File: src/rtl/flag_pkg.sv
package flag_pkg;
  localparam int OP_W = 3;
  localparam int WID_W = 2;

  typedef enum logic [OP_W-1:0] {
    OP_NONE   = 3'd0,
    OP_ARITH  = 3'd1,
    OP_INCDEC = 3'd2,
    OP_MUL    = 3'd3,
    OP_DIV    = 3'd4,
    OP_DECADJ = 3'd5,
    OP_LOGIC  = 3'd6,
    OP_SHIFT  = 3'd7
  } opClass_e;

  typedef enum logic [1:0] {
    CY_FROM_CARRY = 2'd0,
    CY_FROM_SHIFT = 2'd1,
    CY_FORCE_ZERO = 2'd2
  } cySrc_e;

  typedef struct packed {
    logic   swLeg;
    logic   swExt;
    logic   updCy;
    cySrc_e cySrc;
    logic   updAc;
    logic   updOv;
    logic   ovSet;
    logic   updNz;
  } flagStrobe_t;
endpackage

File: src/rtl/flag_ctrl.sv
module flag_ctrl
  import flag_pkg::*;
(
  input  logic             legWrEn,
  input  logic             extWrEn,
  input  logic             aluValid,
  input  logic [OP_W-1:0]  aluOp,
  input  logic [WID_W-1:0] aluWidth,
  input  logic             aluDivZero,
  output flagStrobe_t      strobe
);
  logic aluLive;
  logic byteWidth;

  assign aluLive   = aluValid && !legWrEn && !extWrEn;
  assign byteWidth = (aluWidth == '0);

  always_comb begin
    strobe       = '0;
    strobe.swLeg = legWrEn;
    strobe.swExt = extWrEn;
    strobe.cySrc = CY_FROM_CARRY;
    if (aluLive) begin
      unique case (opClass_e'(aluOp))
        OP_ARITH: begin
          strobe.updCy = 1'b1;
          strobe.updAc = byteWidth;
          strobe.updOv = 1'b1;
          strobe.updNz = 1'b1;
        end
        OP_INCDEC, OP_LOGIC: begin
          strobe.updNz = 1'b1;
        end
        OP_MUL: begin
          strobe.updCy = 1'b1;
          strobe.cySrc = CY_FORCE_ZERO;
          strobe.updOv = 1'b1;
          strobe.updNz = 1'b1;
        end
        OP_DIV: begin
          strobe.updCy = 1'b1;
          strobe.cySrc = CY_FORCE_ZERO;
          strobe.updOv = 1'b1;
          strobe.ovSet = aluDivZero;
          strobe.updNz = !aluDivZero;
        end
        OP_DECADJ: begin
          strobe.updCy = 1'b1;
          strobe.updNz = 1'b1;
        end
        OP_SHIFT: begin
          strobe.updCy = 1'b1;
          strobe.cySrc = CY_FROM_SHIFT;
          strobe.updNz = 1'b1;
        end
        default: ;
      endcase
    end
  end
endmodule

File: src/rtl/flag_dp.sv
module flag_dp
  import flag_pkg::*;
#(
  parameter int DATA_W = 32
) (
  input  logic              clk,
  input  logic              rstN,
  input  flagStrobe_t       strobe,
  input  logic [7:0]        legWrData,
  input  logic [7:0]        extWrData,
  input  logic [WID_W-1:0]  aluWidth,
  input  logic [DATA_W-1:0] aluResult,
  input  logic              aluCarry,
  input  logic              aluAuxCarry,
  input  logic              aluOvf,
  input  logic              aluShiftOut,
  output logic [7:0]        legRdData,
  output logic [7:0]        extRdData,
  output logic              flagCy,
  output logic              flagAc,
  output logic              flagOv,
  output logic              flagN,
  output logic              flagZ,
  output logic [1:0]        bankSel
);
  localparam int BYTE_W = 8;
  localparam int WORD_W = (DATA_W < 16) ? DATA_W : 16;

  logic cyQ, acQ, f0Q, rs1Q, rs0Q, ovQ, udQ, nQ, zQ;
  logic resN, resZ, cyNext, ovNext;

  always_comb begin
    unique case (aluWidth)
      2'd0: begin
        resN = aluResult[BYTE_W-1];
        resZ = (aluResult[BYTE_W-1:0] == '0);
      end
      2'd1: begin
        resN = aluResult[WORD_W-1];
        resZ = (aluResult[WORD_W-1:0] == '0);
      end
      default: begin
        resN = aluResult[DATA_W-1];
        resZ = (aluResult == '0);
      end
    endcase
  end

  always_comb begin
    unique case (strobe.cySrc)
      CY_FROM_SHIFT: cyNext = aluShiftOut;
      CY_FORCE_ZERO: cyNext = 1'b0;
      default:       cyNext = aluCarry;
    endcase
    ovNext = strobe.ovSet ? 1'b1 : aluOvf;
  end

  always_ff @(posedge clk) begin
    if (!rstN) begin
      {cyQ, acQ, f0Q, rs1Q, rs0Q, ovQ, udQ, nQ, zQ} <= '0;
    end else if (strobe.swLeg || strobe.swExt) begin
      if (strobe.swLeg) begin
        {cyQ, acQ, f0Q, rs1Q, rs0Q, ovQ, udQ} <= legWrData[7:1];
      end
      if (strobe.swExt) begin
        {cyQ, acQ, nQ, rs1Q, rs0Q, ovQ, zQ} <= extWrData[7:1];
      end
    end else begin
      if (strobe.updCy) cyQ <= cyNext;
      if (strobe.updAc) acQ <= aluAuxCarry;
      if (strobe.updOv) ovQ <= ovNext;
      if (strobe.updNz) begin
        nQ <= resN;
        zQ <= resZ;
      end
    end
  end

  assign legRdData = {cyQ, acQ, f0Q, rs1Q, rs0Q, ovQ, udQ, 1'b0};
  assign extRdData = {cyQ, acQ, nQ, rs1Q, rs0Q, ovQ, zQ, 1'b0};
  assign flagCy    = cyQ;
  assign flagAc    = acQ;
  assign flagOv    = ovQ;
  assign flagN     = nQ;
  assign flagZ     = zQ;
  assign bankSel   = {rs1Q, rs0Q};


  leg_write_readback_chk: assert property (@(posedge clk) disable iff (!rstN)
    (strobe.swLeg && !strobe.swExt) |=> (legRdData == {$past(legWrData[7:1]), 1'b0}));


  ext_write_keeps_user_chk: assert property (@(posedge clk) disable iff (!rstN)
    (strobe.swExt && !strobe.swLeg) |=> ($stable(f0Q) && $stable(udQ)));


  ac_wide_hold_chk: assert property (@(posedge clk) disable iff (!rstN)
    (!strobe.swLeg && !strobe.swExt && aluWidth != 2'd0) |=> $stable(acQ));


  div_zero_ov_chk: assert property (@(posedge clk) disable iff (!rstN)
    (strobe.ovSet && !strobe.swLeg && !strobe.swExt) |=> (ovQ && !cyQ));


  shift_cy_chk: assert property (@(posedge clk) disable iff (!rstN)
    (strobe.updCy && strobe.cySrc == CY_FROM_SHIFT) |=> (cyQ == $past(aluShiftOut)));


  sw_over_alu_chk: assert property (@(posedge clk) disable iff (!rstN)
    (strobe.swExt) |=> (extRdData == {$past(extWrData[7:1]), 1'b0}));
endmodule

File: src/rtl/flag_unit.sv
module flag_unit
  import flag_pkg::*;
#(
  parameter int DATA_W = 32
) (
  input  logic              clk,
  input  logic              rstN,
  input  logic              legWrEn,
  input  logic [7:0]        legWrData,
  input  logic              extWrEn,
  input  logic [7:0]        extWrData,
  output logic [7:0]        legRdData,
  output logic [7:0]        extRdData,
  input  logic              aluValid,
  input  logic [2:0]        aluOp,
  input  logic [1:0]        aluWidth,
  input  logic [DATA_W-1:0] aluResult,
  input  logic              aluCarry,
  input  logic              aluAuxCarry,
  input  logic              aluOvf,
  input  logic              aluDivZero,
  input  logic              aluShiftOut,
  output logic              flagCy,
  output logic              flagAc,
  output logic              flagOv,
  output logic              flagN,
  output logic              flagZ,
  output logic [1:0]        bankSel
);
  flagStrobe_t strobe;

  flag_ctrl u_ctrl (
    .legWrEn    (legWrEn),
    .extWrEn    (extWrEn),
    .aluValid   (aluValid),
    .aluOp      (aluOp),
    .aluWidth   (aluWidth),
    .aluDivZero (aluDivZero),
    .strobe     (strobe)
  );

  flag_dp #(.DATA_W(DATA_W)) u_dp (
    .clk         (clk),
    .rstN        (rstN),
    .strobe      (strobe),
    .legWrData   (legWrData),
    .extWrData   (extWrData),
    .aluWidth    (aluWidth),
    .aluResult   (aluResult),
    .aluCarry    (aluCarry),
    .aluAuxCarry (aluAuxCarry),
    .aluOvf      (aluOvf),
    .aluShiftOut (aluShiftOut),
    .legRdData   (legRdData),
    .extRdData   (extRdData),
    .flagCy      (flagCy),
    .flagAc      (flagAc),
    .flagOv      (flagOv),
    .flagN       (flagN),
    .flagZ       (flagZ),
    .bankSel     (bankSel)
  );
endmodule

File: config.mk
export PLATFORM = sky130hd
export DESIGN_NAME = flag_unit
export DESIGN_NICKNAME = d
export VERILOG_FILES = /design/src/rtl/flag_pkg.sv /design/src/rtl/flag_ctrl.sv /design/src/rtl/flag_dp.sv /design/src/rtl/flag_unit.sv
export SDC_FILE = /design/constraint.sdc
export NUM_CORES = 1
export LEC_CHECK = 0
export ABC_AREA = 1
export CAP_MARGIN = 10
export CELL_PAD_IN_SITES_DETAIL_PLACEMENT = 0
export CELL_PAD_IN_SITES_GLOBAL_PLACEMENT = 1
export CORE_MARGIN = 2
export CORE_UTILIZATION = 17
export DETAILED_ROUTE_END_ITERATION = 8
export GPL_ROUTABILITY_DRIVEN = 0
export PLACE_DENSITY = 0.84
export SLEW_MARGIN = 40
export SYNTH_ARGS = -nofsm -noshare
export SYNTH_HDL_FRONTEND = slang
export SYNTH_SLANG_ARGS = --single-unit
File: constraint.sdc
create_clock -name clk -period 1.86 [get_ports clk]
set_input_delay 0.372 -clock clk [delete_from_list [all_inputs] [get_ports clk]]
set_output_delay 0.372 -clock clk [all_outputs]
set_load 0.05 [all_outputs]
==> out/results.tsv <==
stage	metric	value	unit
clock_tree	max-clock-path-buffers	2	
yosys	synthMostInstantiatedCell	sky130_fd_sc_hd__nand2_1	
yosys	ys_warnings	0	
yosys	post_synth_main_area_contributors	sky130_fd_sc_hd__dfxtp_1, sky130_fd_sc_hd__buf_4, sky130_fd_sc_hd__nand2_1, sky130_fd_sc_hd__nor2_1, sky130_fd_sc_hd__o21ai_0	
floorplanning	initial_standard_cell_utilization_of_the_core	0.176	
cells_and_area	post_route_insts_no_fill	291	
clock_tree	clock-root-buffer	sky130_fd_sc_hd__clkbuf_8	
yosys	synth_largest_type_area_fraction	0.217	
route	drc	0	
outcome	status	completed	
yosys	syn_avg_cell_area	5.90	um^2
clock_tree	clock_tree_from_tritoncts	built	
route	drt_wl_total	2870	um
place	dpl_cell_area	1630	um^2
yosys	synth_area	832	um^2
global_route	grt_first_pass_wirelength	4350	um
yosys	synth_largest_area_cell	sky130_fd_sc_hd__dfxtp_1	
route	routed_wire_length_per_instance	9.86	um
floorplanning	core-area	4720	um^2
setup_path	cp_max_stage_cell	sky130_fd_sc_hd__ha_1	
clock_tree	htreeDepth	1	
yosys	number_of_enable_flip_flop_cells_after_synthesis	0	
timing	final-setup-viol-count	0	
route	highest_layer	met3	
yosys	synth.cells.most_frequent	sky130_fd_sc_hd__nand2_1, sky130_fd_sc_hd__nor2_1, sky130_fd_sc_hd__buf_4, sky130_fd_sc_hd__o21ai_0, sky130_fd_sc_hd__dfxtp_1	
cells_and_area	final_cell_area	1710	um^2
clock_tree	clock_sinks	9	
yosys	post_synth_inst_count	141	
route	detailedRoute.firstPassIterationCount	4	
setup_path	critical_path.startpoint_type	input pin	
timing	final_cycle_utilization_of_the_critical_path	0.902	
worst_hold_path	number_of_cells_on_the_worst_hold_path	2	
route	m1WireLength	1090	um
global_route	globalRouteTotalUtil	0.102	
clock_tree	clk-insertion-delay-late	0.23	ns
place	port_buffers	81	
cells_and_area	multi_input_comb_area	485	um^2
floorplanning	floorplan.die.height	74.0	um
yosys	seq_area_frac_synth	0.217	
route	antenna_left	0	
timing	hold_slack	0.523	ns
place	place.detailed.instances	284	
global_route	via_count_of_the_first_global_routing_pass	1053	
cells_and_area	post_route_cells_drive_above_1_share	0.214	
floorplanning	std_cell_rows	25	
route	wl_met2	1550	um
timing	hold_viol	0	
timing	finClkSkew	0	ns
yosys	async_flop_share	0	
setup_path	timing.critical_path.fanout_max	3	
clock_tree	cts-buffers-inserted	3	
cells_and_area	antenna_cells_inserted	0	
setup_path	critPathMaxStageDelay	0.30	ns
yosys	synth.ff_latch_count	9	
setup_path	critPathArrivalTime	1.83	ns
cells_and_area	ff_latch_area	180	um^2
floorplanning	fp.dieW	74.0	um
setup_path	r2r.worst_path.cells	2	
route	routed_via_count	1125	
timing	final_slew_violations	0	
global_route	grt_antenna_before_repair	0	
setup_path	worst_path_dominant_cell_family	compound AO/OA/AOI/OAI gates	
timing	max_clock_freq	596	MHz
cells_and_area	n_fill_cell	519	
floorplanning	num_io_pins	86	
cells_and_area	areaGrowthSynthToFinish	105	%
yosys	ys_dominant_reg_cell	sky130_fd_sc_hd__dfxtp_1	
global_route	global_route.overflow_total	0	
route	vias_per_cell	3.87	
setup_path	ff2ff_setup_slack	1.13	ns
power	worst_vdd_rail_ir_drop	0.248	mV
timing	setup_repair_after_global_routing_missed_its_margin	false	
setup_path	classification_of_the_worst_setup_path	input pin to register	
floorplanning	die_area	5470	um^2
worst_hold_path	worstHoldPathType	register to register	
clock_tree	postCtsHoldBufs	0	
yosys	synth.lib_cells_used.distinct	23	
place	detailed_place_hpwl	2450	um
clock_tree	clkTransAtPathRegs	0.04	ns
route	met3WireLength	229	um
route	dr.first_iter.drc_count	18	
setup_path	crit_required	2.01	ns
setup_path	critical_path_depth	10	
power	total_leakage_power	0.000777	uW
timing	finalCriticalPeriod	1.68	ns
global_route	pin_count_of_the_biggest_net_entering_global_routing	13	
setup_path	end_kind	register	
setup_path	worstPathCellList	dlygate4sd2_1 -> inv_2 -> nand2_4 -> nor2_4 -> o211ai_1 -> o21bai_1 -> ha_1 -> o21ai_1 -> nand4_1 -> a31oi_1	
cells_and_area	finalNetCount	289	
setup_path	cp_num_buf_inv	2	
job	drv.max_cap_violation_count	0	
power	power_per_cell_area	514	nW/um^2
-- stage by stage --
stage | TNS [ns] | power [uW] | worst slack [ns] | utilization
after floorplan | 0 | 471 | 0.243 | -
after global placement | -0.292 | 652 | -0.292 | 0.345
after detailed placement | -0.334 | 655 | -0.334 | 0.345
after CTS | 0 | 889 | 0.0179 | 0.358
after global routing | 0 | 932 | 0.0445 | 0.361
final | 0 | 877 | 0.182 | 0.361
-- layout make-up --
cell class / count / area share
Timing Repair Buffer: 97 / 0.515
Multi-Input combinational cell: 106 / 0.285
Sequential cell: 9 / 0.106
Tap cell: 67 / 0.0492
Clock buffer: 4 / 0.0264
Inverter: 8 / 0.0191
-- path summary, 6_finish.rpt --
kind,startpoint,end
max,legWrEn,u_dp.flagCy
min,u_dp.f0Q,u_dp.f0Q
max reg2reg,u_dp.flagCy,u_dp.flagCy
min reg2reg,u_dp.f0Q,u_dp.f0Q
-- cell families (layout without fill, tap and decap cells) --
logic type / Yosys count / in the layout / share of synthesized area
other: 1 / 2 / 0.00451
AO/OA/AOI/OAI: 21 / 21 / 0.140
adder cells (fa/ha/maj): 1 / 1 / 0.0150
flip-flops: 9 / 9 / 0.217
buffers and inverters: 27 / 109 / 0.215
AND/OR/NAND/NOR: 82 / 82 / 0.409
-- per-layer routing --
metal,up-vias,global-route usage
met4,0,0.0121
met1,489,0.111
met5,-,0
li1,601,-
met2,35,0.196
met3,0,0.0339
-- flip-flops by register name, indices dropped and copies added, names as in the netlist --
register,cells
u_dp.rs0Q,1
u_dp.flagN,1
u_dp.udQ,1
u_dp.f0Q,1
u_dp.flagOv,1
u_dp.flagCy,1
u_dp.flagAc,1
u_dp.rs1Q,1
u_dp.flagZ,1
-- report_power, final --
group          internal [uW]  total [uW]  leakage [uW]  switching (uW)
sequential               209         222     0.0000749            13.1
combinational            199         429      0.000679             229
clock                    149         226     0.0000228            76.5
-- what timing repair did --
item | CTS | global route
setup endpoints to repair | 1 | 1
cloned | 0 | 0
buffers inserted | 2 | 1
pin swaps | 5 | 4
gates resized for setup | 9 | 3
-- worst register-to-register path: stages (launching register included) --
cell and delay [ns]:
sky130_fd_sc_hd__dfxtp_1 0.37, sky130_fd_sc_hd__nand3_1 0.09, sky130_fd_sc_hd__a31oi_1 0.19
-- layout by cell type (no fill, tap or decap), types with 2 or more instances in the layout --
| master | Yosys | final |
|---|---|---|
| sky130_fd_sc_hd__a21oi_1 | 3 | 3 |
| sky130_fd_sc_hd__clkdlybuf4s50_1 | 0 | 54 |
| sky130_fd_sc_hd__dlymetal6s2s_1 | 0 | 2 |
| sky130_fd_sc_hd__a31oi_1 | 3 | 3 |
| sky130_fd_sc_hd__nand3_1 | 4 | 4 |
| sky130_fd_sc_hd__inv_1 | 7 | 4 |
| sky130_fd_sc_hd__nor2_1 | 34 | 34 |
| sky130_fd_sc_hd__buf_4 | 18 | 37 |
| sky130_fd_sc_hd__dfxtp_1 | 9 | 9 |
| sky130_fd_sc_hd__nand4_1 | 3 | 3 |
| sky130_fd_sc_hd__o21ai_0 | 11 | 10 |
| sky130_fd_sc_hd__conb_1 | 1 | 2 |
| sky130_fd_sc_hd__inv_2 | 0 | 3 |
| sky130_fd_sc_hd__clkbuf_8 | 0 | 3 |
| sky130_fd_sc_hd__dlygate4sd2_1 | 0 | 4 |
| sky130_fd_sc_hd__nand2_1 | 35 | 35 |
No activity file was read; power rests on OpenSTA's default activity.
